### config.mk
export PLATFORM = sky130hd
export DESIGN_NAME = i2c_mmap_slave
export DESIGN_NICKNAME = d
export VERILOG_FILES = /design/src/rtl/i2c_mmap_pkg.sv /design/src/rtl/i2c_line_sync.sv /design/src/rtl/i2c_addr_match.sv /design/src/rtl/i2c_regbank.sv /design/src/rtl/i2c_slave_fsm.sv /design/src/rtl/i2c_mmap_slave.sv
export SDC_FILE = /design/constraint.sdc
export NUM_CORES = 1
export LEC_CHECK = 0
export BUFFER_PORTS_ARGS = -buffer_cell sky130_fd_sc_hd__buf_2
export CELL_PAD_IN_SITES_DETAIL_PLACEMENT = 1
export CELL_PAD_IN_SITES_GLOBAL_PLACEMENT = 1
export CORE_MARGIN = 3
export CORE_UTILIZATION = 53
export CTS_CLUSTER_SIZE = 14
export DETAILED_ROUTE_END_ITERATION = 6
export GPL_ROUTABILITY_DRIVEN = 0
export PLACE_DENSITY_LB_ADDON = 0.12
export SYNTH_ARGS = -nofsm -noshare
export SYNTH_HDL_FRONTEND = slang
export SYNTH_SLANG_ARGS = --single-unit
### constraint.sdc
create_clock -name clk -period 20.4 [get_ports clk]
set_input_delay 1.02 -clock clk [delete_from_list [all_inputs] [get_ports clk]]
set_output_delay 1.02 -clock clk [all_outputs]
set_load 0.1 [all_outputs]
### src/rtl/i2c_mmap_pkg.sv
package i2c_mmap_pkg;
  typedef enum logic [2:0] {
    ST_IDLE,
    ST_ADDR,
    ST_SUB,
    ST_WDATA,
    ST_RDATA,
    ST_RACK,
    ST_ACK,
    ST_SWRST
  } eng_state_e;
endpackage

### src/rtl/i2c_line_sync.sv
module i2c_line_sync #(
  parameter int SYNC_STAGES = 2
) (
  input  logic clk,
  input  logic rst_n,
  input  logic scl_i,
  input  logic sda_i,
  output logic scl_rise,
  output logic scl_fall,
  output logic start_det,
  output logic stop_det,
  output logic sda_s
);
  logic [SYNC_STAGES-1:0] scl_ff, sda_ff;
  logic scl_q, sda_q;

  always_ff @(posedge clk or negedge rst_n) begin
    if (!rst_n) begin
      scl_ff <= '1;
      sda_ff <= '1;
      scl_q  <= 1'b1;
      sda_q  <= 1'b1;
    end else begin
      scl_ff <= {scl_ff[SYNC_STAGES-2:0], scl_i};
      sda_ff <= {sda_ff[SYNC_STAGES-2:0], sda_i};
      scl_q  <= scl_ff[SYNC_STAGES-1];
      sda_q  <= sda_ff[SYNC_STAGES-1];
    end
  end

  assign sda_s     = sda_ff[SYNC_STAGES-1];
  assign scl_rise  =  scl_ff[SYNC_STAGES-1] & ~scl_q;
  assign scl_fall  = ~scl_ff[SYNC_STAGES-1] &  scl_q;
  // a data edge seen while the clock line stays high frames a transfer
  assign start_det =  scl_ff[SYNC_STAGES-1] & scl_q &  sda_q & ~sda_s;
  assign stop_det  =  scl_ff[SYNC_STAGES-1] & scl_q & ~sda_q &  sda_s;
endmodule

### src/rtl/i2c_addr_match.sv
module i2c_addr_match #(
  parameter int                    NUM_MAPS  = 4,
  parameter logic [NUM_MAPS*7-1:0] MAP_ADDRS = {7'h34, 7'h26, 7'h22, 7'h20},
  parameter int                    MAP_W     = 2
) (
  input  logic [6:0]       addr,
  output logic             hit,
  output logic [MAP_W-1:0] idx
);
  logic [NUM_MAPS-1:0] hit_vec;

  for (genvar m = 0; m < NUM_MAPS; m++) begin : g_cmp
    assign hit_vec[m] = (addr == MAP_ADDRS[m*7 +: 7]);
  end

  always_comb begin
    idx = '0;
    for (int m = NUM_MAPS - 1; m >= 0; m--) begin
      if (hit_vec[m]) idx = MAP_W'(m);
    end
  end

  assign hit = |hit_vec;
endmodule

### src/rtl/i2c_regbank.sv
module i2c_regbank #(
  parameter int NUM_MAPS = 4,
  parameter int DEPTH    = 16,
  parameter int MAP_W    = 2,
  parameter int SUB_W    = 4
) (
  input  logic             clk,
  input  logic             rst_n,
  input  logic             clr,
  input  logic             we,
  input  logic [MAP_W-1:0] map_sel,
  input  logic [SUB_W-1:0] sub_sel,
  input  logic [7:0]       wr_data,
  output logic [7:0]       rd_data
);
  logic [7:0] mem [NUM_MAPS][DEPTH];

  function automatic logic [7:0] dflt(input int m, input int s);
    return 8'((m * DEPTH + s) % 256);
  endfunction

  always_ff @(posedge clk or negedge rst_n) begin
    if (!rst_n) begin
      for (int m = 0; m < NUM_MAPS; m++)
        for (int s = 0; s < DEPTH; s++) mem[m][s] <= dflt(m, s);
    end else if (clr) begin
      for (int m = 0; m < NUM_MAPS; m++)
        for (int s = 0; s < DEPTH; s++) mem[m][s] <= dflt(m, s);
    end else if (we) begin
      mem[map_sel][sub_sel] <= wr_data;
    end
  end

  assign rd_data = mem[map_sel][sub_sel];
endmodule

### src/rtl/i2c_slave_fsm.sv
module i2c_slave_fsm
  import i2c_mmap_pkg::*;
#(
  parameter int DEPTH      = 16,
  parameter int MAP_W      = 2,
  parameter int SUB_W      = 4,
  parameter int RST_CYCLES = 200000,
  parameter int RST_SUB    = 15,
  parameter int RST_BIT    = 7
) (
  input  logic             clk,
  input  logic             rst_n,
  input  logic             scl_rise,
  input  logic             scl_fall,
  input  logic             start_det,
  input  logic             stop_det,
  input  logic             sda_s,
  output logic [6:0]       cand_addr,
  input  logic             addr_hit,
  input  logic [MAP_W-1:0] addr_idx,
  output logic             reg_we,
  output logic             reg_clr,
  output logic [MAP_W-1:0] reg_map,
  output logic [SUB_W-1:0] reg_sub,
  output logic [7:0]       reg_wdata,
  input  logic [7:0]       reg_rdata,
  output logic             sda_oe
);
  localparam int RC_W = $clog2(RST_CYCLES + 1);

  eng_state_e       state_q, state_n, ackn_q, ackn_n;
  logic [2:0]       cnt_q, cnt_n;
  logic [7:0]       sh_q, sh_n, byte_in;
  logic [MAP_W-1:0] map_q, map_n;
  logic [SUB_W-1:0] sub_q, sub_n;
  logic             oe_q, oe_n, ackon_q, ackon_n, gack_q, gack_n;
  logic [RC_W-1:0]  rc_q, rc_n;

  function automatic logic [SUB_W-1:0] sub_inc(input logic [SUB_W-1:0] s);
    return (s == SUB_W'(DEPTH - 1)) ? '0 : s + 1'b1;
  endfunction

  assign byte_in = {sh_q[6:0], sda_s};

  always_comb begin
    state_n = state_q; ackn_n = ackn_q; cnt_n = cnt_q; sh_n = sh_q;
    map_n = map_q; sub_n = sub_q; oe_n = oe_q; ackon_n = ackon_q;
    gack_n = gack_q; rc_n = rc_q; reg_we = 1'b0; reg_clr = 1'b0;
    if (state_q == ST_SWRST) begin
      rc_n = rc_q + 1'b1;
      if (rc_q == RC_W'(RST_CYCLES - 1)) state_n = ST_IDLE;
    end else if (start_det) begin
      state_n = ST_ADDR; cnt_n = '0; oe_n = 1'b0;
    end else if (stop_det) begin
      state_n = ST_IDLE; oe_n = 1'b0;
    end else begin
      case (state_q)
        ST_ADDR, ST_SUB, ST_WDATA: if (scl_rise) begin
          sh_n  = byte_in;
          cnt_n = cnt_q + 1'b1;
          if (cnt_q == 3'd7) begin
            ackon_n = 1'b0;
            ackn_n  = ST_WDATA;
            state_n = ST_ACK;
            if (state_q == ST_ADDR) begin
              map_n = addr_idx;
              ackn_n = sda_s ? ST_RDATA : ST_SUB;
              if (!addr_hit) state_n = ST_IDLE;
            end else if (state_q == ST_SUB) begin
              sub_n = SUB_W'(byte_in);
              if ({1'b0, byte_in} >= 9'(DEPTH)) state_n = ST_IDLE;
            end else if (map_q == '0 && sub_q == SUB_W'(RST_SUB) && byte_in[RST_BIT]) begin
              state_n = ST_SWRST; reg_clr = 1'b1; rc_n = '0;
              map_n = '0; sub_n = '0;
            end else begin
              reg_we = 1'b1; sub_n = sub_inc(sub_q);
            end
          end
        end
        ST_ACK: if (scl_fall) begin
          if (!ackon_q) begin
            oe_n = 1'b1; ackon_n = 1'b1;
          end else begin
            oe_n = 1'b0; state_n = ackn_q; cnt_n = '0;
            if (ackn_q == ST_RDATA) begin
              sh_n = reg_rdata; oe_n = ~reg_rdata[7];
            end
          end
        end
        ST_RDATA: if (scl_rise) begin
          cnt_n = cnt_q + 1'b1;
          if (cnt_q == 3'd7) begin state_n = ST_RACK; gack_n = 1'b0; end
        end else if (scl_fall) begin
          sh_n = {sh_q[6:0], 1'b0}; oe_n = ~sh_q[6];
        end
        ST_RACK: if (scl_rise) begin
          if (!sda_s) begin gack_n = 1'b1; sub_n = sub_inc(sub_q); end
          else state_n = ST_IDLE;
        end else if (scl_fall) begin
          if (gack_q) begin
            sh_n = reg_rdata; oe_n = ~reg_rdata[7]; state_n = ST_RDATA; cnt_n = '0;
          end else oe_n = 1'b0;
        end
        default: ;
      endcase
    end
  end

  always_ff @(posedge clk or negedge rst_n) begin
    if (!rst_n) begin
      state_q <= ST_IDLE; ackn_q <= ST_IDLE; cnt_q <= '0; sh_q <= '0;
      map_q <= '0; sub_q <= '0; oe_q <= 1'b0; ackon_q <= 1'b0;
      gack_q <= 1'b0; rc_q <= '0;
    end else begin
      state_q <= state_n; ackn_q <= ackn_n; cnt_q <= cnt_n; sh_q <= sh_n;
      map_q <= map_n; sub_q <= sub_n; oe_q <= oe_n; ackon_q <= ackon_n;
      gack_q <= gack_n; rc_q <= rc_n;
    end
  end

  assign cand_addr = sh_q[6:0];
  assign reg_map   = map_q;
  assign reg_sub   = sub_q;
  assign reg_wdata = byte_in;
  assign sda_oe    = oe_q;


  start_restart_chk: assert property (@(posedge clk) disable iff (!rst_n)
    (start_det && state_q != ST_SWRST) |=> state_q == ST_ADDR);

  stop_idle_chk: assert property (@(posedge clk) disable iff (!rst_n)
    (stop_det && state_q != ST_SWRST) |=> state_q == ST_IDLE);

  oe_fall_only_chk: assert property (@(posedge clk) disable iff (!rst_n)
    (!scl_fall && !start_det && !stop_det) |=> $stable(sda_oe));

  swrst_quiet_chk: assert property (@(posedge clk) disable iff (!rst_n)
    (state_q == ST_SWRST) |-> !sda_oe);

  swrst_clear_chk: assert property (@(posedge clk) disable iff (!rst_n)
    reg_clr |=> (state_q == ST_SWRST && !sda_oe));
endmodule

### src/rtl/i2c_mmap_slave.sv
module i2c_mmap_slave #(
  parameter int                    NUM_MAPS   = 4,
  parameter logic [NUM_MAPS*7-1:0] MAP_ADDRS  = {7'h34, 7'h26, 7'h22, 7'h20},
  parameter int                    DEPTH      = 16,
  parameter int                    RST_CYCLES = 200000,
  parameter int                    RST_SUB    = 15,
  parameter int                    RST_BIT    = 7
) (
  input  logic clk,
  input  logic rst_n,
  input  logic scl_i,
  input  logic sda_i,
  output logic sda_oe
);
  localparam int MAP_W = (NUM_MAPS > 1) ? $clog2(NUM_MAPS) : 1;
  localparam int SUB_W = (DEPTH > 1) ? $clog2(DEPTH) : 1;

  logic [1:0]       rst_ff;
  logic             rst_s_n;
  logic             scl_rise, scl_fall, start_det, stop_det, sda_s;
  logic [6:0]       cand_addr;
  logic             addr_hit, reg_we, reg_clr;
  logic [MAP_W-1:0] addr_idx, reg_map;
  logic [SUB_W-1:0] reg_sub;
  logic [7:0]       reg_wdata, reg_rdata;

  always_ff @(posedge clk or negedge rst_n) begin
    if (!rst_n) rst_ff <= 2'b00;
    else        rst_ff <= {rst_ff[0], 1'b1};
  end
  assign rst_s_n = rst_ff[1];

  i2c_line_sync #(.SYNC_STAGES(2)) u_sync (
    .clk(clk), .rst_n(rst_s_n), .scl_i(scl_i), .sda_i(sda_i),
    .scl_rise(scl_rise), .scl_fall(scl_fall), .start_det(start_det),
    .stop_det(stop_det), .sda_s(sda_s));

  i2c_addr_match #(.NUM_MAPS(NUM_MAPS), .MAP_ADDRS(MAP_ADDRS), .MAP_W(MAP_W)) u_match (
    .addr(cand_addr), .hit(addr_hit), .idx(addr_idx));

  i2c_slave_fsm #(.DEPTH(DEPTH), .MAP_W(MAP_W), .SUB_W(SUB_W),
    .RST_CYCLES(RST_CYCLES), .RST_SUB(RST_SUB), .RST_BIT(RST_BIT)) u_fsm (
    .clk(clk), .rst_n(rst_s_n), .scl_rise(scl_rise), .scl_fall(scl_fall),
    .start_det(start_det), .stop_det(stop_det), .sda_s(sda_s),
    .cand_addr(cand_addr), .addr_hit(addr_hit), .addr_idx(addr_idx),
    .reg_we(reg_we), .reg_clr(reg_clr), .reg_map(reg_map), .reg_sub(reg_sub),
    .reg_wdata(reg_wdata), .reg_rdata(reg_rdata), .sda_oe(sda_oe));

  i2c_regbank #(.NUM_MAPS(NUM_MAPS), .DEPTH(DEPTH), .MAP_W(MAP_W), .SUB_W(SUB_W)) u_regs (
    .clk(clk), .rst_n(rst_s_n), .clr(reg_clr), .we(reg_we), .map_sel(reg_map),
    .sub_sel(reg_sub), .wr_data(reg_wdata), .rd_data(reg_rdata));
endmodule

==> run summary <==
setup TNS after final layout: 0 ps
sequential area share after synthesis: 0.496
initial DRC count: 1,738
number of vias per cell: 6.45
Initial Utilization: 0.543
Fillers: 5,378
share of the synthesized netlist area taken by xor and xnor gates: 0.00485
Worst Hold Class: in2async
CP Capture Type: flip-flop
number of failing hold endpoints at the final stage: 0
arrival time worst endpoint: 4880 ps
actual transition at the worst max-transition pin: 1200 ps
post-cts repair resize count: 0
vias in the first global route: 22,200
internal power: 1.90 mW
RSZ-0062 raised after global routing: no
leading register cell type out of synthesis: sky130_fd_sc_hd__dfrtp_1
number of cells traversed by the worst register-to-register path: 7
worst slack after detailed placement: 16,070 ps
Gate power share: 0.155
number of synthesized flops with an enable pin: 0
all-layer global routing usage: 0.299
main combinational cell family by area after synthesis: multiplexers
number of buffers added on ports: 4
status: finished clean
most frequent cell on the critical path: sky130_fd_sc_hd__buf_4
Clock Latency Late Sink: 640 ps
Die Y: 240 um
Seq. cell area: 0.0144 mm^2
post-route clock skew: 40.3 ps
startpoint of the worst register-to-register path: u_sync.sda_ff[1]
proportion of power drawn by the clock network: 0.415
grt ovf: 0
largest voltage drop on the vdd net: 89.4 uV
logic depth of the worst path, buffers included: 7
post-synthesis mux area share: 0.225
achievable frequency: 229 MHz
max-cap violation count: 0
data required time of the critical path: 20,910 ps
startpoint kind of the worst setup timing path: flip-flop
max-slew violation count: 0
post-detailed-placement cell area: 0.0291 mm^2
clk slew on worst S/H paths: 60 ps
Static Leak: 16.5 nW
cell area after synthesis: 0.0289 mm^2
wire length per cell: 26.4 um
number of nets in the final layout: 2,459
ratio of total power to cell area: 87.8 mW/mm^2
ratio of cells with drive above 1 in the final layout: 0.222
Setup crit end: u_regs.mem[32]
die outline area: 0.0574 mm^2
I/O pin cnt: 5
via count: 20,600
pin count of the biggest net entering global routing: 166
worst slew margin relative to its limit: 0.198
area fraction in compound gates after synthesis: 0.0648
cell at the slowest stage of the critical path: sky130_fd_sc_hd__buf_4
CP cell instances: buf_4 -> xor2_1 -> a21o_1 -> or4_4 -> buf_4 -> buf_4 -> o211ai_1
final cycle utilization of the critical path: 0.214
Avg Inst Size Synth: 11.3 um^2
relative contribution of sequential cells to total power: 0.431
area taken by multi-input logic gates: 0.0135 mm^2
number of clock buffers inserted by TritonCTS: 61
Max clock buf depth: 3
Cell Rows: 84
DRT Wirelength: 84,100 um
Slowest Stage Delay on Critical Path: 690 ps
area share of and/or/nand/nor cells after synthesis: 0.165
power after layout: 2.74 mW
HPWL reported at the end of detailed placement: 49,900 um
drt drc: 0
share of synthesized cell area in full adder, half adder and majority cells: 0.00433
Chip Width: 240 um
postcts setup bufs: 0
count of buffering cells on the critical path with inverters included: 3
Detailed Routing Iterations Pass 1: 6
design area: 0.0312 mm^2
category of the most critical setup path: reg2reg
H-tree depth: 2
post-cts hold buffer count: 0
reported net switching power: 0.837 mW
wire length of the first global-routing pass: 133,000 um
library cells used by synthesis: 73
post-synthesis net count: 2,574
core area: 0.0533 mm^2
Final WS setup: 16,030 ps
CP startpoint: u_sync.sda_ff[1]
kind of cell adding the most delay to the critical path: buffers and inverters
CTS tree: yes
count of synthesis-stage warnings from yosys: 0
synthesized netlist cell count: 2,560
Critical R2R Capture: u_regs.mem[32]
setup slack of the worst register-to-register path: 16,030 ps
share of flip-flops with an asynchronous set or reset after synthesis: 1.00
FF+latch count, synth: 563
Critical Path Fanout Max: 62
Post-DRT Antenna Nets: 0
Synth-to-Final Area Change: 7.75%
sinks on the clock net: 563
total setup violations reported at the end of the flow: 0
cell chosen for the clock root: sky130_fd_sc_hd__clkbuf_16
number of antenna violations at the first check in global routing: 0
min Tclk post-route: 4370 ps
switching power as a share of total power: 0.306
final antenna diode count: 0
routing by layer:
layer	GRT usage	up-vias	routed length, um
met3	0.0405	155	3800
met4	0.106	0	2980
met2	0.494	494	41000
met5	0	-	0
met1	0.408	11000	36400
li1	-	8873	-
worst min path at each step:
stage | slack [ps] | to | cells after the start
4_1_cts | 140 | rst_ff[1] | 1
3_5_place_dp | 340 | rst_ff[1] | 0
6_report | 170 | rst_ff[1] | 1
2_1_floorplan | 330 | rst_ff[1] | 0
3_3_place_gp | 340 | u_regs.mem[244] | 0
5_1_grt | 150 | rst_ff[1] | 1
power groups by stage:
stage | clock (mW) | sequential [mW] | combinational (mW)
after floorplan | 0 | 1.18 | 0.283
after global placement | 0 | 1.19 | 0.400
after detailed placement | 0 | 1.20 | 0.415
after CTS | 1.15 | 1.18 | 0.418
after global routing | 1.20 | 1.18 | 0.450
final | 1.13 | 1.18 | 0.423
synth_stat cells (7+ instances only):
| library cell | count | area [um^2] |
|---|---|---|
| sky130_fd_sc_hd__mux2i_1 | 379 | 3790 |
| sky130_fd_sc_hd__dfrtp_1 | 365 | 9130 |
| sky130_fd_sc_hd__nor2_1 | 333 | 1250 |
| sky130_fd_sc_hd__nand2_1 | 292 | 1100 |
| sky130_fd_sc_hd__dfstp_2 | 198 | 5200 |
| sky130_fd_sc_hd__nand3_1 | 187 | 936 |
| sky130_fd_sc_hd__mux4_2 | 118 | 2660 |
| sky130_fd_sc_hd__clkbuf_1 | 109 | 409 |
| sky130_fd_sc_hd__a21oi_1 | 81 | 405 |
| sky130_fd_sc_hd__buf_2 | 71 | 355 |
| sky130_fd_sc_hd__a22o_1 | 59 | 517 |
| sky130_fd_sc_hd__o21ai_0 | 39 | 195 |
| sky130_fd_sc_hd__a211o_1 | 27 | 236 |
| sky130_fd_sc_hd__nand4_4 | 21 | 447 |
| sky130_fd_sc_hd__o21ai_1 | 21 | 105 |
| sky130_fd_sc_hd__buf_1 | 16 | 60.1 |
| sky130_fd_sc_hd__inv_1 | 15 | 56.3 |
| sky130_fd_sc_hd__buf_4 | 14 | 105 |
| sky130_fd_sc_hd__nand4_1 | 13 | 81.3 |
| sky130_fd_sc_hd__xnor2_1 | 12 | 105 |
| sky130_fd_sc_hd__buf_6 | 11 | 124 |
| sky130_fd_sc_hd__nand3_2 | 11 | 110 |
| sky130_fd_sc_hd__nor2b_1 | 11 | 68.8 |
| sky130_fd_sc_hd__and3_1 | 10 | 62.6 |
| sky130_fd_sc_hd__ha_1 | 10 | 125 |
| sky130_fd_sc_hd__nand3_4 | 10 | 175 |
| sky130_fd_sc_hd__o211ai_1 | 9 | 67.6 |
| sky130_fd_sc_hd__nor3_1 | 8 | 40.0 |
| sky130_fd_sc_hd__a221o_1 | 7 | 70.1 |
| sky130_fd_sc_hd__a31oi_1 | 7 | 43.8 |
| sky130_fd_sc_hd__nand2_2 | 7 | 43.8 |
area by class of cell:
type,count,area share
repair buffers,47,0.0118
inverters,16,0.00193
well taps,688,0.0276
multi-input cells,1756,0.432
clock inverters,16,0.00614
flip-flops and latches,563,0.461
clock buffers,98,0.0596
worst reg2reg max path: stages (launching register included):
cell and delay, ps:
sky130_fd_sc_hd__dfstp_2 520, sky130_fd_sc_hd__buf_4 420, sky130_fd_sc_hd__xor2_1 360, sky130_fd_sc_hd__a21o_1 640
sky130_fd_sc_hd__or4_4 680, sky130_fd_sc_hd__buf_4 690, sky130_fd_sc_hd__buf_4 730, sky130_fd_sc_hd__o211ai_1 240
kinds of logic (layout without fill, tap and decap cells):
family                     count (synthesis)  in the layout
and+or+nand+nor                          950            950
DFF                                      563            563
muxes                                    501            501
AOI/OAI and AO/OA                        278            278
buffers and inverters                    241            177
xor gates and xnor gates                  16             16
adders and majority gates                 10             10
other                                      1              1
flip-flops by register name, indices dropped and copies added (netlist names):
name           count
u_fsm.gack_q       1
u_sync.scl_q       1
u_sync.scl_ff      2
u_fsm.ackon_q      1
u_sync.sda_ff      2
rst_ff             2
u_regs.mem       512
u_fsm.sda_oe       1
u_fsm.reg_map      2
u_fsm.rc_q        18
u_fsm.state_q      3
u_fsm.ackn_q       3
u_fsm.cnt_q        3
u_fsm.sh_q         7
u_fsm.reg_sub      4
u_sync.sda_q       1
layout by cell type (no fill, tap or decap), drive strengths merged, types with 3 or more instances in the layout:
cell    count
nor3        9
mux2        4
or2         5
nand2b      6
bufinv      4
a221o       7
buf        47
o22ai       4
a22oi       4
a31oi       7
a22o       59
a211oi      3
nor2b      11
a211o      27
nor2      335
nor4b       3
o211ai     10
mux4      118
ha         10
a21oi      81
clkinv     12
clkbuf     98
nor4        6
or3         4
o21ai      60
nand2     299
inv        16
xnor2      12
nand3     208
dfstp     198
and2        5
dfrtp     365
mux2i     379
xor2        4
nand4      40
and3       10
stage by stage:
stage,utilization,cells,hold slack (ps)
5_1_grt,0.585,3184,149
6_report,0.585,3184,167
2_1_floorplan,-,2560,331
3_3_place_gp,0.546,3070,336
4_1_cts,0.585,3184,141
3_5_place_dp,0.546,3070,339
Power figures use the tool's default switching activity.
